<file path="src/rtl/scoreboard_ctl.sv">
module scoreboard_ctl #(
  parameter int NUM_INT  = 2,
  parameter int NUM_REGS = 8,
  parameter int CLS_W    = 2,
  localparam int NFU     = NUM_INT + 2,
  localparam int RW      = $clog2(NUM_REGS)
) (
  input  logic             clk,
  input  logic             rst_n,
  input  logic             in_valid,
  input  logic [CLS_W-1:0] in_cls,
  input  logic [RW-1:0]    in_dst,
  input  logic [RW-1:0]    in_src1,
  input  logic [RW-1:0]    in_src2,
  input  logic [NFU-1:0]   fu_done,
  output logic             issue_stall,
  output logic [NFU-1:0]   issue_grant,
  output logic [NFU-1:0]   read_grant,
  output logic [NFU-1:0]   write_grant
);

  localparam int QW = $clog2(NFU + 1);
  localparam int QN = 1 << QW;
  localparam logic [CLS_W-1:0] CLS_MUL = CLS_W'(1);
  localparam logic [CLS_W-1:0] CLS_DIV = CLS_W'(2);

  typedef enum logic [1:0] {ST_IDLE, ST_READ, ST_EXEC, ST_WRITE} stage_t;

  stage_t           stg [NFU];
  logic [CLS_W-1:0] op  [NFU];
  logic [RW-1:0]    fi  [NFU];
  logic [RW-1:0]    fj  [NFU];
  logic [RW-1:0]    fk  [NFU];
  logic [QW-1:0]    qj  [NFU];
  logic [QW-1:0]    qk  [NFU];
  logic [NFU-1:0]   rj, rk;
  logic [QW-1:0]    rstat [NUM_REGS];

  logic [NFU-1:0] busy, want, free, pick, war;
  logic [QW-1:0]  pick_tag;
  logic [QN-1:0]  wb_tag;
  logic           waw, s1_rdy, s2_rdy;

  always_comb begin
    want = '0;
    if (in_cls == CLS_MUL)      want[NUM_INT]     = 1'b1;
    else if (in_cls == CLS_DIV) want[NUM_INT + 1] = 1'b1;
    else for (int i = 0; i < NUM_INT; i++) want[i] = 1'b1;
  end

  assign free = want & ~busy;
  assign pick = free & (~free + NFU'(1));

  always_comb begin
    pick_tag = '0;
    for (int i = 0; i < NFU; i++)
      if (pick[i]) pick_tag = QW'(i + 1);
  end

  assign waw         = rstat[in_dst] != '0;
  assign issue_stall = in_valid && (waw || free == '0);
  assign issue_grant = (in_valid && !waw) ? pick : '0;

  assign wb_tag = QN'({write_grant, 1'b1});
  assign s1_rdy = wb_tag[rstat[in_src1]];
  assign s2_rdy = wb_tag[rstat[in_src2]];

  always_comb begin
    for (int u = 0; u < NFU; u++) begin
      war[u] = 1'b0;
      for (int v = 0; v < NFU; v++)
        if (v != u && stg[v] == ST_READ &&
            ((rj[v] && fj[v] == fi[u]) || (rk[v] && fk[v] == fi[u])))
          war[u] = 1'b1;
    end
  end

  for (genvar g = 0; g < NFU; g++) begin : g_unit
    assign busy[g]        = stg[g] != ST_IDLE;
    assign read_grant[g]  = stg[g] == ST_READ && rj[g] && rk[g];
    assign write_grant[g] = stg[g] == ST_WRITE && !war[g];

    if (g == NUM_INT) begin : g_mul
      assert_route_mul_R1: assert property (@(posedge clk) disable iff (!rst_n)
        busy[g] |-> op[g] == CLS_MUL);
    end else if (g == NUM_INT + 1) begin : g_div
      assert_route_div_R1: assert property (@(posedge clk) disable iff (!rst_n)
        busy[g] |-> op[g] == CLS_DIV);
    end else begin : g_int
      assert_route_int_R1: assert property (@(posedge clk) disable iff (!rst_n)
        busy[g] |-> (op[g] != CLS_MUL && op[g] != CLS_DIV));
    end

    assert_issue_idle_R2: assert property (@(posedge clk) disable iff (!rst_n)
      issue_grant[g] |-> !busy[g]);
    assert_dest_owner_R3: assert property (@(posedge clk) disable iff (!rst_n)
      busy[g] |-> rstat[fi[g]] == QW'(g + 1));
    assert_read_once_R6: assert property (@(posedge clk) disable iff (!rst_n)
      read_grant[g] |=> !read_grant[g]);
    assert_exec_hold_R7: assert property (@(posedge clk) disable iff (!rst_n)
      (stg[g] == ST_EXEC && !fu_done[g]) |=> stg[g] == ST_EXEC);
    assert_free_after_wb_R8: assert property (@(posedge clk) disable iff (!rst_n)
      write_grant[g] |=> !busy[g]);
  end

  assert_issue_onehot_R1: assert property (@(posedge clk) disable iff (!rst_n)
    $onehot0(issue_grant));

  always_ff @(posedge clk or negedge rst_n) begin
    if (!rst_n) begin
      for (int u = 0; u < NFU; u++) begin
        stg[u] <= ST_IDLE;
        op[u]  <= '0;
        fi[u]  <= '0;
        fj[u]  <= '0;
        fk[u]  <= '0;
        qj[u]  <= '0;
        qk[u]  <= '0;
        rj[u]  <= 1'b0;
        rk[u]  <= 1'b0;
      end
      for (int r = 0; r < NUM_REGS; r++) rstat[r] <= '0;
    end else begin
      for (int u = 0; u < NFU; u++) begin
        case (stg[u])
          ST_READ:  if (read_grant[u]) begin
                      stg[u] <= ST_EXEC;
                      rj[u]  <= 1'b0;
                      rk[u]  <= 1'b0;
                    end
          ST_EXEC:  if (fu_done[u]) stg[u] <= ST_WRITE;
          ST_WRITE: if (write_grant[u]) stg[u] <= ST_IDLE;
          default:  ;
        endcase
        for (int v = 0; v < NFU; v++)
          if (write_grant[v]) begin
            if (qj[u] == QW'(v + 1)) begin
              rj[u] <= 1'b1;
              qj[u] <= '0;
            end
            if (qk[u] == QW'(v + 1)) begin
              rk[u] <= 1'b1;
              qk[u] <= '0;
            end
          end
        if (issue_grant[u]) begin
          stg[u] <= ST_READ;
          op[u]  <= in_cls;
          fi[u]  <= in_dst;
          fj[u]  <= in_src1;
          fk[u]  <= in_src2;
          rj[u]  <= s1_rdy;
          rk[u]  <= s2_rdy;
          qj[u]  <= s1_rdy ? '0 : rstat[in_src1];
          qk[u]  <= s2_rdy ? '0 : rstat[in_src2];
        end
      end
      for (int r = 0; r < NUM_REGS; r++)
        for (int v = 0; v < NFU; v++)
          if (write_grant[v] && fi[v] == RW'(r)) rstat[r] <= '0;
      if (|issue_grant) rstat[in_dst] <= pick_tag;
    end
  end

endmodule

</file>
<file path="config.mk">
export PLATFORM = sky130hd
export DESIGN_NAME = scoreboard_ctl
export DESIGN_NICKNAME = d
export VERILOG_FILES = /design/src/rtl/scoreboard_ctl.sv
export SDC_FILE = /design/constraint.sdc
export NUM_CORES = 1
export LEC_CHECK = 0
export BUFFER_PORTS_ARGS = -buffer_cell sky130_fd_sc_hd__buf_4
export CAP_MARGIN = 20
export CORE_MARGIN = 4
export CORE_UTILIZATION = 35
export CTS_BUF_LIST = sky130_fd_sc_hd__clkbuf_4
export CTS_CLUSTER_DIAMETER = 40
export DETAILED_ROUTE_END_ITERATION = 6
export GPL_TIMING_DRIVEN = 0
export HOLD_SLACK_MARGIN = 0.12
export PLACE_DENSITY = 0.52
export SETUP_SLACK_MARGIN = 0.3
export SYNTH_ARGS = -nofsm -noshare
export SYNTH_HDL_FRONTEND = slang
export SYNTH_SLANG_ARGS = --single-unit
export TNS_END_PERCENT = 100
</file>
<file path="constraint.sdc">
create_clock -name clk -period 2.4 [get_ports clk]
set_input_delay 0.36 -clock clk [delete_from_list [all_inputs] [get_ports clk]]
set_output_delay 0.36 -clock clk [all_outputs]
set_load 0.02 [all_outputs]
</file>
# Word level (Yosys, flattened, before mapping)
# Index checks and enable logic that the tools add are counted.
# totals
ram_bits	0
in_bits	18
latchBits	0
rom_bits	0
regBits	100
mem_count	0
# op_classes
n_lt_le_gt_ge	6
muxes	253
div	0
n_shift	0
n_reduce_logical	120
n_bitwise	7
eq_ne	110
n_addsub	1
mul	0
# op_table
cell	count
$mux W3	116
$mux W1	106
$logic_and A1 B1 Y1	83
$eq A3 B2 Y1 const B	24
$eq A3 B3 Y1	24
$eq A3 B3 Y1 const B	24
$eq A3 B1 Y1 const B	12
$mux W2	18
$ne A3 B3 Y1 const B	12
$bmux W3 S3	3
$bwmux W24	1
$mux W24	1
$pmux W2 S3	4
$eq A2 B2 Y1 const B	9
$reduce_and A4 Y1	4
$reduce_bool A4 Y1	4
$logic_or A1 B1 Y1	13
$ge A4 B4 Y1 const B	3
$logic_not A3 Y1	4
$not A3 Y4	3
$eq A2 B1 Y1 const B	5
$demux W3 S3	1
$and A4 B4 Y4	2
$lt A3 B4 Y1 const B	2
10 further kinds	19

# Logic depth before layout (Yosys ltp)
# Gate-level depths: netlist (run 1).
# logic_depth
word_depth	17
mapped_depth	11
mapped_depth_nobuf	9

# Worst setup path after synthesis (run 1)
# No wires, ideal clock.
# synth_timing
path_kind	input port to output port
from	input port in_dst[0]
to	output port issue_grant[1]
arrival_ps	2003
setup_slack_ps	37
required_time_ps	2040
stages	7
path_buffers	2
path_cell_list	buf_2 mux4_2 mux2i_1 or2_2 or3_1 inv_1 buf_2
# synth_between
elab_chain_cells	8
# synth_lines
item	line_no	text
from (decl)	12	input logic [RW-1:0] in_dst,
$not A3 Y4 (not written as such)	60	assign waw = rstat[in_dst] != '0;
$bmux W3 S3	60	
$mux W3 (not written as such) (2 in series)	60	
$reduce_bool A3 Y1	60	
$logic_not A1 Y1	62	assign issue_grant = (in_valid && !waw) ? pick : '0;
$logic_and A1 B1 Y1	62	
$mux W4	62	
to (decl)	17	output logic [NFU-1:0] issue_grant,
# Every way passes these cells. The select of a mux whose other input is x is not followed.

# Worst setup path after layout (run 1)
# layout_timing
from	register rstat[16] (netlist bit)
to	output port issue_grant[1]
# layout_between
elab_chain_cells	7
# layout_lines
item	line_no	text
from (decl)	37	logic [QW-1:0] rstat [NUM_REGS];
from (signal, indexed assignment)	161	if (|issue_grant) rstat[in_dst] <= pick_tag;
$bmux W3 S3	60	
$mux W3 (not written as such) (2 in series)	60	
$reduce_bool A3 Y1	60	
$logic_not A1 Y1	62	
$logic_and A1 B1 Y1	62	
$mux W4	62	
# Every way passes these cells. The select of a mux whose other input is x is not followed.

==> results of run 1 <==
metal layers:
metal | GRT usage | routed length, um
met5 | 0 | 0
met1 | 0.305 | 10000
met3 | 0.0417 | 1330
met4 | 0.116 | 935
met2 | 0.404 | 12400
per-stage QoR:
| step | worst slack (ns) | power [mW] | TNS, ns |
|---|---|---|---|
| floorplan | 0.256 | 6.67 | 0 |
| global placement | -0.506 | 7.98 | -16.87 |
| detailed placement | -0.523 | 8.15 | -17.75 |
| CTS | -0.430 | 11.1 | -4.24 |
| global route | -0.550 | 12.6 | -10.61 |
| finish | -0.451 | 11.9 | -6.29 |
power by group through the flow:
stage | sequential (mW) | clock, mW | combinational (mW)
CTS | 3.48 | 0.961 | 6.66
global route | 3.72 | 1.04 | 7.81
floorplan | 3.12 | 0 | 3.55
detailed placement | 3.46 | 0 | 4.69
global placement | 3.42 | 0 | 4.56
finish | 3.62 | 0.951 | 7.36
cell type report:
type	count	area share
Clock buffer	11	0.00877
Multi-Input combinational cell	542	0.488
Buffer	42	0.0549
Sequential cell	100	0.268
Antenna cell	1	0.000266
Tap cell	229	0.0304
Clock inverter	5	0.00558
Timing Repair Buffer	135	0.133
Inverter	20	0.0106
critical path, cell delays in order (launching register included):
cell and delay (ns):
sky130_fd_sc_hd__dfrtp_1 0.45, sky130_fd_sc_hd__nor3_2 0.21, sky130_fd_sc_hd__mux4_2 0.29, sky130_fd_sc_hd__mux2i_4 0.09, sky130_fd_sc_hd__or2_4 0.28, sky130_fd_sc_hd__or3_4 0.37
sky130_fd_sc_hd__inv_4 0.08, sky130_fd_sc_hd__buf_8 0.10, sky130_fd_sc_hd__buf_6 0.11
logic make-up (layout without fill, tap and decap cells):
group,after synthesis,in the layout,synth area share
flip-flops,100,100,0.384
adder cells (fa/ha/maj),2,2,0.00384
buffers and inverters,62,213,0.0511
AND/OR/NAND/NOR,310,310,0.245
other,0,1,0
XOR/XNOR,72,72,0.0967
AO/OA/AOI/OAI,122,122,0.136
multiplexers,36,36,0.0839
placed cells by master, fill, tap and decap left out, types with 15 or more instances in the layout:
master,netlist,final
sky130_fd_sc_hd__inv_1,18,15
sky130_fd_sc_hd__nor2_1,29,22
sky130_fd_sc_hd__buf_8,0,21
sky130_fd_sc_hd__buf_6,5,41
sky130_fd_sc_hd__dfrtp_1,100,84
sky130_fd_sc_hd__dfrtp_2,0,16
sky130_fd_sc_hd__a22o_1,18,18
sky130_fd_sc_hd__nand2_1,150,140
sky130_fd_sc_hd__xnor2_1,72,50
sky130_fd_sc_hd__buf_4,13,91
sky130_fd_sc_hd__nand4_1,30,30
sky130_fd_sc_hd__xnor2_2,0,21
path summary, 6_finish.rpt:
path,start,to,slack (ns),cells after the start
max,rstat[16],issue_grant[1],-0.45,8
min,fu_done[2],stg[2],0.15,3
max reg2reg,fi[1],rstat[4],-0.18,13
min reg2reg,rstat[1],rstat[1],0.59,1
max in group asynchronous,rst_n,stg[0],1.32,3
min in group asynchronous,rst_n,rstat[6],0.35,2
sequential cells by signal, summed over array words and instances (netlist names):
signal and cells:
fi 12, fj 12, fk 12, qj 12, qk 12, rj 4
rk 4, rstat 24, stg 8
repair_timing:
item,CTS,global route
gates resized for setup,226,83
hold buffers,3,0
endpoints found under the hold margin,39,0
endpoints found under the setup margin,107,108
pin swaps,49,39
cloned,2,0
buffers inserted,88,19
==> reports/qor.json, run 1 <==
{
  "final_layout": {
    "areaGrowthSynthToFinish_pct": 44.4,
    "seq_area_sq_um": 2520,
    "multi_input_comb_area_sq_um": 4590,
    "drive_gt1_frac": 0.429,
    "instances_no_fill": 1085,
    "post-route-util": 0.519,
    "design.final.nets": 870,
    "finish.instance_area_sq_um": 9410,
    "fillCellCount": 1619
  },
  "drt": {
    "final_antenna_net_count": 0,
    "drt_pre_antenna_iters": 5,
    "overall_via_count_from_detail_route": 6385,
    "detail_route.drc_violations": 0,
    "drt_wl_total_mm": 24.7,
    "dr.first_iter.drc_count": 472,
    "route.detailed.wl_per_inst_um": 22.8,
    "average_vias_per_placed_instance": 5.88
  },
  "timing": {
    "setup_viol": 51,
    "timing.final.crit_share": 1.19,
    "timing.final.max_slew_violations": 0,
    "setup_slack_ns": -0.451,
    "tightest_hold_margin_ns": 0.148,
    "max-slew-margin-rel": 0.486,
    "rsz_0062_raised_after_global_routing": "true",
    "clock-skew-final_ns": 0.0248,
    "finalHoldViolCount": 0,
    "max_freq_ghz": 0.351,
    "worst_pin_slew_ns": 0.750,
    "finalCriticalPeriod_ns": 2.85
  },
  "critical_path": {
    "worst-path-max-fanout": 4,
    "criticalPathCategory": "reg -> out",
    "cp_data_arrival_time_ns": 2.49,
    "setup.worst_path.end_class": "primary output",
    "critical_path_required_ns": 2.04,
    "critical_path.startpoint_type": "flop"
  },
  "grt": {
    "pin_count_of_the_biggest_net_entering_global_routing": 65,
    "grt_first_pass_wirelength_mm": 37.7,
    "total_overflow_reported_by_the_global_router": 0,
    "antenna_violations_before_repair": 1,
    "grt_pass1_vias": 6455,
    "groute.usage.overall": 0.242
  },
  "clock_network": {
    "clock_insertion_delay_worst_skew_ns": 0.51,
    "clk_root_buffer_cell": "sky130_fd_sc_hd__clkbuf_4",
    "tritoncts": "yes",
    "clk_buf_depth": 2,
    "clock_sink_count": 100,
    "htreeDepth": 3,
    "worst_setup_hold_path_clk_slew_ns": 0.16,
    "total_cts_buffers": 9
  },
  "floorplan": {
    "placeableCoreArea_sq_um": 18100,
    "ioPinCount": 31,
    "die_w_um": 144,
    "die-area_sq_um": 20900,
    "effective_utilization_at_floorplan": 0.359,
    "rows": 49,
    "chipHeight_um": 144
  },
  "place": {
    "globalplace.congestion": 0.878,
    "portBuffers": 22,
    "hpwl_after_dpl_mm": 16.0,
    "dp_cells": 956,
    "detailed_place.area_sq_um": 7100
  },
  "logic_synthesis": {
    "synth.most_common_cell": "sky130_fd_sc_hd__nand2_1",
    "synth_fp_nets": 724,
    "ys_top_cells_by_count": "sky130_fd_sc_hd__nand2_1, sky130_fd_sc_hd__dfrtp_1, sky130_fd_sc_hd__xnor2_1, sky130_fd_sc_hd__nand4_1, sky130_fd_sc_hd__nor2_1",
    "asyncSetResetFlopFracSynth": 1.00,
    "yosys_warnings": 0,
    "avgSynthCellArea_sq_um": 9.26,
    "post-synth-top-area-cell": "sky130_fd_sc_hd__dfrtp_1",
    "synth-main-ff-cell": "sky130_fd_sc_hd__dfrtp_1",
    "synth.yosys.seq_area_share": 0.384,
    "synth-seq-cells": 100,
    "netlist_instances": 704,
    "yosys.cell_types.count": 67,
    "synth_edf_count": 0,
    "synth.top_cells.by_area": "sky130_fd_sc_hd__dfrtp_1, sky130_fd_sc_hd__xnor2_1, sky130_fd_sc_hd__nand2_1",
    "post-synth-top-area-fraction": 0.384,
    "synthesis.area_sq_um": 6520
  },
  "pwr": {
    "power.sequential.fraction": 0.303,
    "powerDensity_nw_per_um2": 1270,
    "share_clk_of_total_power": 0.080,
    "power.share.switching": 0.450,
    "cellLeakagePower_nw": 3.86,
    "power.combinational.fraction": 0.617,
    "switching_power_mw": 5.37,
    "p_int_mw": 6.56,
    "peakVddDrop_mv": 0.447
  },
  "status": {
    "violations_in_the_final_reports": "setup timing",
    "run_status": "finished with violations"
  },
  "min_path": {
    "worst_hold_class": "in -> reg"
  },
  "run": {
    "drv_cap": 0
  }
}
Note: power is estimated with default switching activity, not from simulation.
==> run 2: changes to the inputs <==
CORE_MARGIN = 2   (was 4)
==> run 2 against run 1 <==
- the run still ends with setup timing left
- flip-flop and latch count is the same
- clock-buffer cell count is 1 lower
- fmax up 1.7%
- critical path type unchanged
- critical endpoint unchanged
- highest routed layer unchanged
==> reports/qor.json, run 2 (synthesis gave the netlist of run 1 again) <==
{
  "floorplan": {
    "ioPinCount": {"value": 31, "change": "unchanged"},
    "chipHeight": {"value": 140, "unit": "um", "change": "-2.8%"},
    "placeableCoreArea": {"value": 18100, "unit": "sq um", "change": "unchanged"},
    "rows": {"value": 49, "change": "unchanged"},
    "effective_utilization_at_floorplan": {"value": 0.359, "change": "unchanged"},
    "die-area": {"value": 19700, "unit": "sq um", "change": "-5.5%"},
    "die_w": {"value": 140, "unit": "um", "change": "-2.8%"}
  },
  "timing": {
    "clock-skew-final": {"value": 0.0222, "unit": "ns", "change": "-0.00264 ns"},
    "timing.final.crit_share": {"value": 1.17, "change": "-0.0197"},
    "timing.final.max_slew_violations": {"value": 0, "change": "unchanged"},
    "setup_viol": {"value": 56, "change": "+9.8%"},
    "setup_slack": {"value": -0.404, "unit": "ns", "change": "+0.0474 ns"},
    "setup_tns": {"value": -6.72, "unit": "ns", "change": "-0.434 ns"},
    "rsz_0062_raised_after_global_routing": "true",
    "max-slew-margin-rel": {"value": 0.426, "change": "-0.0597"},
    "finalCriticalPeriod": {"value": 2.80, "unit": "ns", "change": "-0.0474 ns"},
    "finalHoldViolCount": {"value": 0, "change": "unchanged"},
    "max_freq": {"value": 0.357, "unit": "GHz", "change": "+1.7%"},
    "worst_pin_slew": {"value": 0.853, "unit": "ns", "change": "+0.103 ns"}
  },
  "pwr": {
    "cellLeakagePower": {"value": 3.84, "unit": "nW", "change": "-0.37%"},
    "powerDensity": {"value": 1270, "unit": "nW/um^2", "change": "+0.23%"},
    "peakVddDrop": {"value": 0.462, "unit": "mV", "change": "+3.5%"}
  },
  "critical_path": {
    "criticalPathCategory": "reg -> out",
    "worst-path-max-fanout": {"value": 3, "change": "-1"},
    "critical_path.startpoint_type": "flop",
    "cp_data_arrival_time": {"value": 2.44, "unit": "ns", "change": "-0.05 ns"},
    "critical_path_required": {"value": 2.04, "unit": "ns", "change": "about the same"},
    "setup.worst_path.end_class": "primary output"
  },
  "run": {
    "drv_cap": {"value": 0, "change": "unchanged"}
  },
  "final_layout": {
    "design.final.nets": {"value": 864, "change": "-0.69%"},
    "finish.instance_area": {"value": 9440, "unit": "sq um", "change": "+0.31%"},
    "multi_input_comb_area": {"value": 4650, "unit": "sq um", "change": "+1.1%"},
    "post-route-util": {"value": 0.520, "change": "+0.00159"},
    "areaGrowthSynthToFinish_pct": 44.8,
    "drive_gt1_frac": {"value": 0.411, "change": "-0.0182"},
    "seq_area": {"value": 2520, "unit": "sq um", "change": "about the same"},
    "commonest_non_fill_non_tap_cells_in_the_layout": "sky130_fd_sc_hd__nand2_1, sky130_fd_sc_hd__dfrtp_1, sky130_fd_sc_hd__buf_4",
    "commonest_non_fill_non_tap_cell_in_the_layout": "sky130_fd_sc_hd__nand2_1",
    "fillCellCount": {"value": 1568, "change": "-3.2%"},
    "largest_reg_flops": {"value": 24, "change": "unchanged"},
    "registers.top_by_ff_count": "rstat",
    "instances_no_fill": {"value": 1079, "change": "-0.55%"}
  },
  "clock_network": {
    "total_cts_buffers": {"value": 9, "change": "unchanged"},
    "htreeDepth": {"value": 3, "change": "unchanged"},
    "clock_insertion_delay_worst_skew": {"value": 0.51, "unit": "ns", "change": "about the same"},
    "clk_root_buffer_cell": "sky130_fd_sc_hd__clkbuf_4",
    "tritoncts": "yes",
    "clock_sink_count": {"value": 100, "change": "unchanged"},
    "clk_buf_depth": {"value": 2, "change": "unchanged"},
    "worst_setup_hold_path_clk_slew": {"value": 0.16, "unit": "ns", "change": "about the same"}
  },
  "grt": {
    "total_overflow_reported_by_the_global_router": {"value": 0, "change": "unchanged"},
    "groute.usage.overall": {"value": 0.253, "change": "+0.0104"},
    "antenna_violations_before_repair": {"value": 1, "change": "unchanged"},
    "pin_count_of_the_biggest_net_entering_global_routing": {"value": 53, "change": "-18%"},
    "grt_first_pass_wirelength": {"value": 37.7, "unit": "mm", "change": "about the same"},
    "grt_pass1_vias": {"value": 6462, "change": "+0.11%"}
  },
  "min_path": {
    "worst_hold_class": "in -> reg"
  },
  "drt": {
    "average_vias_per_placed_instance": {"value": 5.88, "change": "about the same"},
    "detail_route.drc_violations": {"value": 0, "change": "unchanged"},
    "dr.first_iter.drc_count": {"value": 523, "change": "+11%"},
    "overall_via_count_from_detail_route": {"value": 6345, "change": "-0.63%"},
    "drt_pre_antenna_iters": {"value": 5, "change": "unchanged"},
    "final_antenna_net_count": {"value": 0, "change": "unchanged"},
    "drt_wl_total": {"value": 24.8, "unit": "mm", "change": "+0.49%"},
    "route.detailed.wl_per_inst": {"value": 23.0, "unit": "um", "change": "+1.0%"}
  },
  "place": {
    "globalplace.congestion": {"value": 0.894, "change": "+1.9%"},
    "portBuffers": {"value": 22, "change": "unchanged"},
    "detailed_place.area": {"value": 7100, "unit": "sq um", "change": "unchanged"},
    "dp_worst_setup_slack": {"value": -0.477, "unit": "ns", "change": "+0.0462 ns"},
    "dp_cells": {"value": 956, "change": "unchanged"},
    "hpwl_after_dpl": {"value": 16.0, "unit": "mm", "change": "-0.12%"}
  },
  "status": {
    "violations_in_the_final_reports": "setup timing",
    "run_status": "finished with violations"
  }
}
run 2: cell types whose count changed in the layout (fill, tap and decap cells not counted), sizes merged:
cell      before  now
buf          165  157
clkbuf        20   21
clkinv         5    7
clkinvlp       1    0
run 2: area by class of cell:
| cell class | instances | share of cell area |
|---|---|---|
| Multi-Input combinational cell | 542 | 0.492 |
| Sequential cell | 100 | 0.267 |
| Timing Repair Buffer | 129 | 0.131 |
| Buffer | 42 | 0.0546 |
| Tap cell | 229 | 0.0304 |
| Inverter | 20 | 0.0109 |
| Clock buffer | 10 | 0.00795 |
| Clock inverter | 6 | 0.00583 |
| Antenna cell | 1 | 0.000265 |
run 2: worst max-delay path: stages (launching register included):
cell                      delay, ns
sky130_fd_sc_hd__dfrtp_1       0.43
sky130_fd_sc_hd__nor3_2        0.19
sky130_fd_sc_hd__mux4_2        0.29
sky130_fd_sc_hd__mux2i_4       0.09
sky130_fd_sc_hd__or2_4         0.28
sky130_fd_sc_hd__or3_4         0.37
sky130_fd_sc_hd__inv_4         0.09
sky130_fd_sc_hd__buf_8         0.10
sky130_fd_sc_hd__buf_6         0.11
run 2: metal layers:
| metal | wire length [um] | GRT usage |
|---|---|---|
| met1 | 10100 | 0.316 |
| met2 | 12300 | 0.429 |
| met3 | 1400 | 0.0376 |
| met4 | 1020 | 0.124 |
| met5 | 0 | 0 |
run 2: through the flow:
step | hold slack [ns] | power, mW
floorplan | 0.0644 | 6.67
global placement | 0.536 | 7.97
detailed placement | 0.460 | 8.12
CTS | 0.163 | 11.1
global route | 0.193 | 12.6
finish | 0.200 | 12.0
run 2: timing repair:
| item | 4_1_cts | 5_1_grt |
|---|---|---|
| hold buffers | 3 | 0 |
| setup endpoints to repair | 106 | 103 |
| cloned | 0 | 2 |
| endpoints found under the hold margin | 56 | 0 |
| pin swaps | 48 | 29 |
| resized for setup | 222 | 88 |
| buffers inserted | 88 | 13 |
run 2: where the power goes:
group          switching, mW  leakage (nW)  total [mW]  internal [mW]
logic                   3.60          2.48        7.47           3.86
registers               1.21          1.29        3.59           2.39
clock network          0.611        0.0729       0.931          0.320
run 2: path summary, 6_finish.rpt:
| path | depth (start not counted) | startpoint | slack (ns) | endpoint |
|---|---|---|---|---|
| min in group asynchronous | 2 | rst_n | 0.44 | rstat[7] |
| max in group asynchronous | 3 | rst_n | 1.25 | stg[1] |
| worst min-delay path | 3 | fu_done[3] | 0.20 | stg[0] |
| worst max-delay path | 8 | rstat[18] | -0.40 | issue_grant[1] |
| worst max register to register | 11 | fi[1] | -0.22 | qj[1] |
| worst min register to register | 1 | rstat[8] | 0.55 | rstat[8] |
==> run 3: changes to the inputs <==
PLACE_DENSITY = 0.5   (was 0.52)
clock period = 2.8 ns   (was 2.4 ns; I/O delays follow)
==> run 3 against run 2 <==
- the flow still finishes with violations (setup timing)
- global-route usage decreased by 0.60 points
- critical path depth unchanged
- register-to-register slack improved by 0.35 ns
- via count decreased by 0.52%
- sequential share of layout area increased by 2.0 points
- combinational power decreased by 22%
- clock skew decreased by 0.00098 ns
- flip-flop and latch count unchanged
- non-clock buffer count decreased by 17
- cell count decreased by 1.6%
- hold slack improved by 0.016 ns
- largest power group unchanged
==> reports/qor.json, run 3 (synthesis gave the netlist of run 1 again) <==
{
  "place": {
    "dp_cells": {"value": 956, "change": "unchanged"},
    "detailed_place.area": {"value": 7000, "unit": "sq um", "change": "-1.4%"},
    "hpwl_after_dpl": {"value": 16.1, "unit": "mm", "change": "+0.82%"},
    "portBuffers": {"value": 22, "change": "unchanged"},
    "globalplace.congestion": {"value": 0.888, "change": "-0.67%"}
  },
  "critical_path": {
    "worstSetupPathDepth": {"value": 8, "change": "unchanged"},
    "timing.critical_path.cells": "nor3_2 > mux4_2 > mux2i_4 > or2_4 > or3_4 > inv_4 > buf_8 > buf_6",
    "library_cell_contributing_the_largest_single_delay_on_the_critical_path": "sky130_fd_sc_hd__dfrtp_1",
    "crit-reg2reg-launch": "fi[1]",
    "setup.worst_path.end_class": "primary output",
    "cpPeakStageDelay": {"value": 0.43, "unit": "ns", "change": "about the same"},
    "crit_family": "simple AND/OR/NAND/NOR gates",
    "reg2reg_to": "qk[2]",
    "criticalPathCategory": "reg -> out",
    "critical_path.startpoint_type": "flop",
    "ff2ff_path_depth": {"value": 11, "change": "unchanged"},
    "worst-path-max-fanout": {"value": 3, "change": "unchanged"},
    "reg2reg_slack": {"value": 0.13, "unit": "ns", "change": "+0.35 ns"},
    "critical_path_required": {"value": 2.38, "unit": "ns", "change": "+0.34 ns"},
    "cp_data_arrival_time": {"value": 2.41, "unit": "ns", "change": "-0.03 ns"},
    "worstPathBufferInverterCount": {"value": 3, "change": "unchanged"}
  },
  "clock_network": {
    "worst_setup_hold_path_clk_slew": {"value": 0.15, "unit": "ns", "change": "about the same"},
    "clock_insertion_delay_worst_skew": {"value": 0.50, "unit": "ns", "change": "about the same"},
    "total_cts_buffers": {"value": 9, "change": "unchanged"},
    "htreeDepth": {"value": 3, "change": "unchanged"},
    "tritoncts": "yes",
    "clock_sink_count": {"value": 100, "change": "unchanged"},
    "clk_buf_depth": {"value": 2, "change": "unchanged"},
    "clk_root_buffer_cell": "sky130_fd_sc_hd__clkbuf_4"
  },
  "final_layout": {
    "commonest_non_fill_non_tap_cell_in_the_layout": "sky130_fd_sc_hd__nand2_1",
    "areaGrowthSynthToFinish_pct": 34.7,
    "largest_reg_flops": {"value": 24, "change": "unchanged"},
    "design.final.nets": {"value": 847, "change": "-2.0%"},
    "registers.top_by_ff_count": "rstat",
    "commonest_non_fill_non_tap_cells_in_the_layout": "sky130_fd_sc_hd__nand2_1, sky130_fd_sc_hd__dfrtp_1, sky130_fd_sc_hd__buf_4",
    "finish.instance_area": {"value": 8780, "unit": "sq um", "change": "-7.0%"},
    "instances_no_fill": {"value": 1062, "change": "-1.6%"},
    "drive_gt1_frac": {"value": 0.351, "change": "-0.0597"},
    "post-route-util": {"value": 0.484, "change": "-0.0363"}
  },
  "drt": {
    "final_antenna_net_count": {"value": 0, "change": "unchanged"},
    "drt_wl_total": {"value": 24.6, "unit": "mm", "change": "-0.85%"},
    "overall_via_count_from_detail_route": {"value": 6312, "change": "-0.52%"},
    "detail_route.drc_violations": {"value": 0, "change": "unchanged"},
    "dr.first_iter.drc_count": {"value": 564, "change": "+7.8%"},
    "drt_pre_antenna_iters": {"value": 6, "change": "+1"},
    "average_vias_per_placed_instance": {"value": 5.94, "change": "+1.1%"},
    "route.detailed.wl_per_inst": {"value": 23.2, "unit": "um", "change": "+0.73%"}
  },
  "timing": {
    "clock-skew-final": {"value": 0.0212, "unit": "ns", "change": "-0.000978 ns"},
    "setup_viol": {"value": 1, "change": "-98%"},
    "finalCriticalPeriod_ns": 2.83,
    "timing.final.crit_share": 1.01,
    "setup_slack": {"value": -0.0292, "unit": "ns", "change": "+0.374 ns"},
    "max_freq_ghz": 0.353,
    "timing.final.max_slew_violations": {"value": 0, "change": "unchanged"},
    "worst_pin_slew": {"value": 0.910, "unit": "ns", "change": "+0.0571 ns"},
    "rsz_0062_raised_after_global_routing": "true",
    "max-slew-margin-rel": {"value": 0.388, "change": "-0.0384"},
    "finalHoldViolCount": {"value": 0, "change": "unchanged"}
  },
  "grt": {
    "total_overflow_reported_by_the_global_router": {"value": 0, "change": "unchanged"},
    "pin_count_of_the_biggest_net_entering_global_routing": {"value": 69, "change": "+30%"},
    "groute.usage.overall": {"value": 0.247, "change": "-0.00598"},
    "grt_first_pass_wirelength": {"value": 36.8, "unit": "mm", "change": "-2.3%"},
    "antenna_violations_before_repair": {"value": 1, "change": "unchanged"},
    "grt_pass1_vias": {"value": 6170, "change": "-4.5%"}
  },
  "pwr": {
    "power.share.switching": {"value": 0.458, "change": "+0.00602"},
    "power.sequential.fraction": {"value": 0.318, "change": "+0.018"},
    "peakVddDrop": {"value": 0.330, "unit": "mV", "change": "-29%"},
    "power.combinational.fraction": {"value": 0.609, "change": "-0.014"},
    "p_int": {"value": 5.15, "unit": "mW", "change": "-22%"},
    "cellLeakagePower": {"value": 3.61, "unit": "nW", "change": "-6.0%"},
    "switching_power": {"value": 4.36, "unit": "mW", "change": "-20%"},
    "share_clk_of_total_power": {"value": 0.073, "change": "-0.005"},
    "powerDensity": {"value": 1080, "unit": "nW/um^2", "change": "-15%"}
  },
  "floorplan": {
    "die-area": {"value": 19700, "unit": "sq um", "change": "unchanged"},
    "chipHeight": {"value": 140, "unit": "um", "change": "unchanged"},
    "die_w": {"value": 140, "unit": "um", "change": "unchanged"},
    "placeableCoreArea": {"value": 18100, "unit": "sq um", "change": "unchanged"},
    "effective_utilization_at_floorplan": {"value": 0.359, "change": "unchanged"},
    "ioPinCount": {"value": 31, "change": "unchanged"},
    "rows": {"value": 49, "change": "unchanged"}
  },
  "status": {
    "run_status": "finished with violations",
    "violations_in_the_final_reports": "setup timing"
  },
  "min_path": {
    "worst_hold_class": "in -> reg",
    "min-delay-start": "fu_done[2]",
    "timing.hold.worst_endpoint": "stg[2]",
    "timing.hold.worst_path_depth": {"value": 3, "change": "unchanged"}
  },
  "run": {
    "drv_cap": {"value": 0, "change": "unchanged"}
  }
}
[run 3: cell types whose count changed in the layout (fill, tap and decap cells not counted), sizes merged]
cell,previous run,this run
buf,157,138
bufinv,1,0
clkbuf,21,26
clkinv,7,6
diode,1,2
dlygate4sd3,3,1
[run 3: cell type report]
cell class	count	area, sq um
diodes	2	5.00
plain buffers	42	443
clock buffers	11	82.6
clock inverters	4	17.5
fillers	1721	9370
inverters	20	103
multi-input cells	542	4300
flip-flops and latches	100	2520
well taps	229	287
repair buffers	112	1030
[run 3: worst register-to-register path, stage by stage (launching register included)]
cell and delay (ns):
sky130_fd_sc_hd__dfrtp_2 0.47, sky130_fd_sc_hd__buf_12 0.14, sky130_fd_sc_hd__xnor2_2 0.12, sky130_fd_sc_hd__nand4_1 0.11, sky130_fd_sc_hd__a21oi_2 0.08, sky130_fd_sc_hd__or4_4 0.55
sky130_fd_sc_hd__buf_8 0.16, sky130_fd_sc_hd__buf_6 0.13, sky130_fd_sc_hd__buf_12 0.15, sky130_fd_sc_hd__buf_12 0.15, sky130_fd_sc_hd__o31ai_4 0.34, sky130_fd_sc_hd__o21ai_1 0.13
[run 3: worst max path at each step]
| stage | from | endpoint | slack, ns |
|---|---|---|---|
| 6_report | rstat[9] | issue_grant[1] | -0.03 |
| 5_1_grt | rstat[9] | issue_grant[1] | -0.12 |
| 4_1_cts | rstat[0] | issue_grant[1] | -0.02 |
| 3_5_place_dp | in_src2[0] | rk[1] | -0.37 |
| 3_3_place_gp | in_src2[0] | rk[1] | -0.34 |
| 2_1_floorplan | in_dst[0] | issue_grant[1] | 0.32 |
[run 3: per-layer routing]
metal	GRT usage	part of all wire	up-vias
li1	-	-	2793
met1	0.322	0.42	3205
met2	0.416	0.49	266
met3	0.0431	0.066	48
met4	0.0842	0.025	0
met5	0	0	-
[run 3: metrics by stage]
| step | setup slack [ns] | power [mW] | setup TNS (ns) | hold WS, ns |
|---|---|---|---|---|
| global route | -0.117 | 10.0 | -0.218 | 0.214 |
| detailed placement | -0.365 | 6.89 | -5.68 | 0.425 |
| global placement | -0.343 | 6.76 | -5.41 | 0.532 |
| CTS | -0.0210 | 8.72 | -0.0210 | 0.195 |
| floorplan | 0.317 | 5.63 | 0 | 0.124 |
| finish | -0.0292 | 9.51 | -0.0292 | 0.216 |
[run 3: power groups by stage]
stage               logic, mW  registers [mW]  clock network [mW]
CTS                      5.11            2.90               0.711
global route             6.17            3.11               0.762
global placement         3.83            2.93                   0
detailed placement       3.93            2.96                   0
floorplan                2.96            2.67                   0
finish                   5.79            3.03               0.694
[run 3: what timing repair did]
item,in CTS,in global routing
hold buffers,1,0
pin swaps,33,40
endpoints found under the hold margin,32,0
resized for setup,131,89
cloned,0,3
setup endpoints to repair,93,68
buffers inserted,64,21
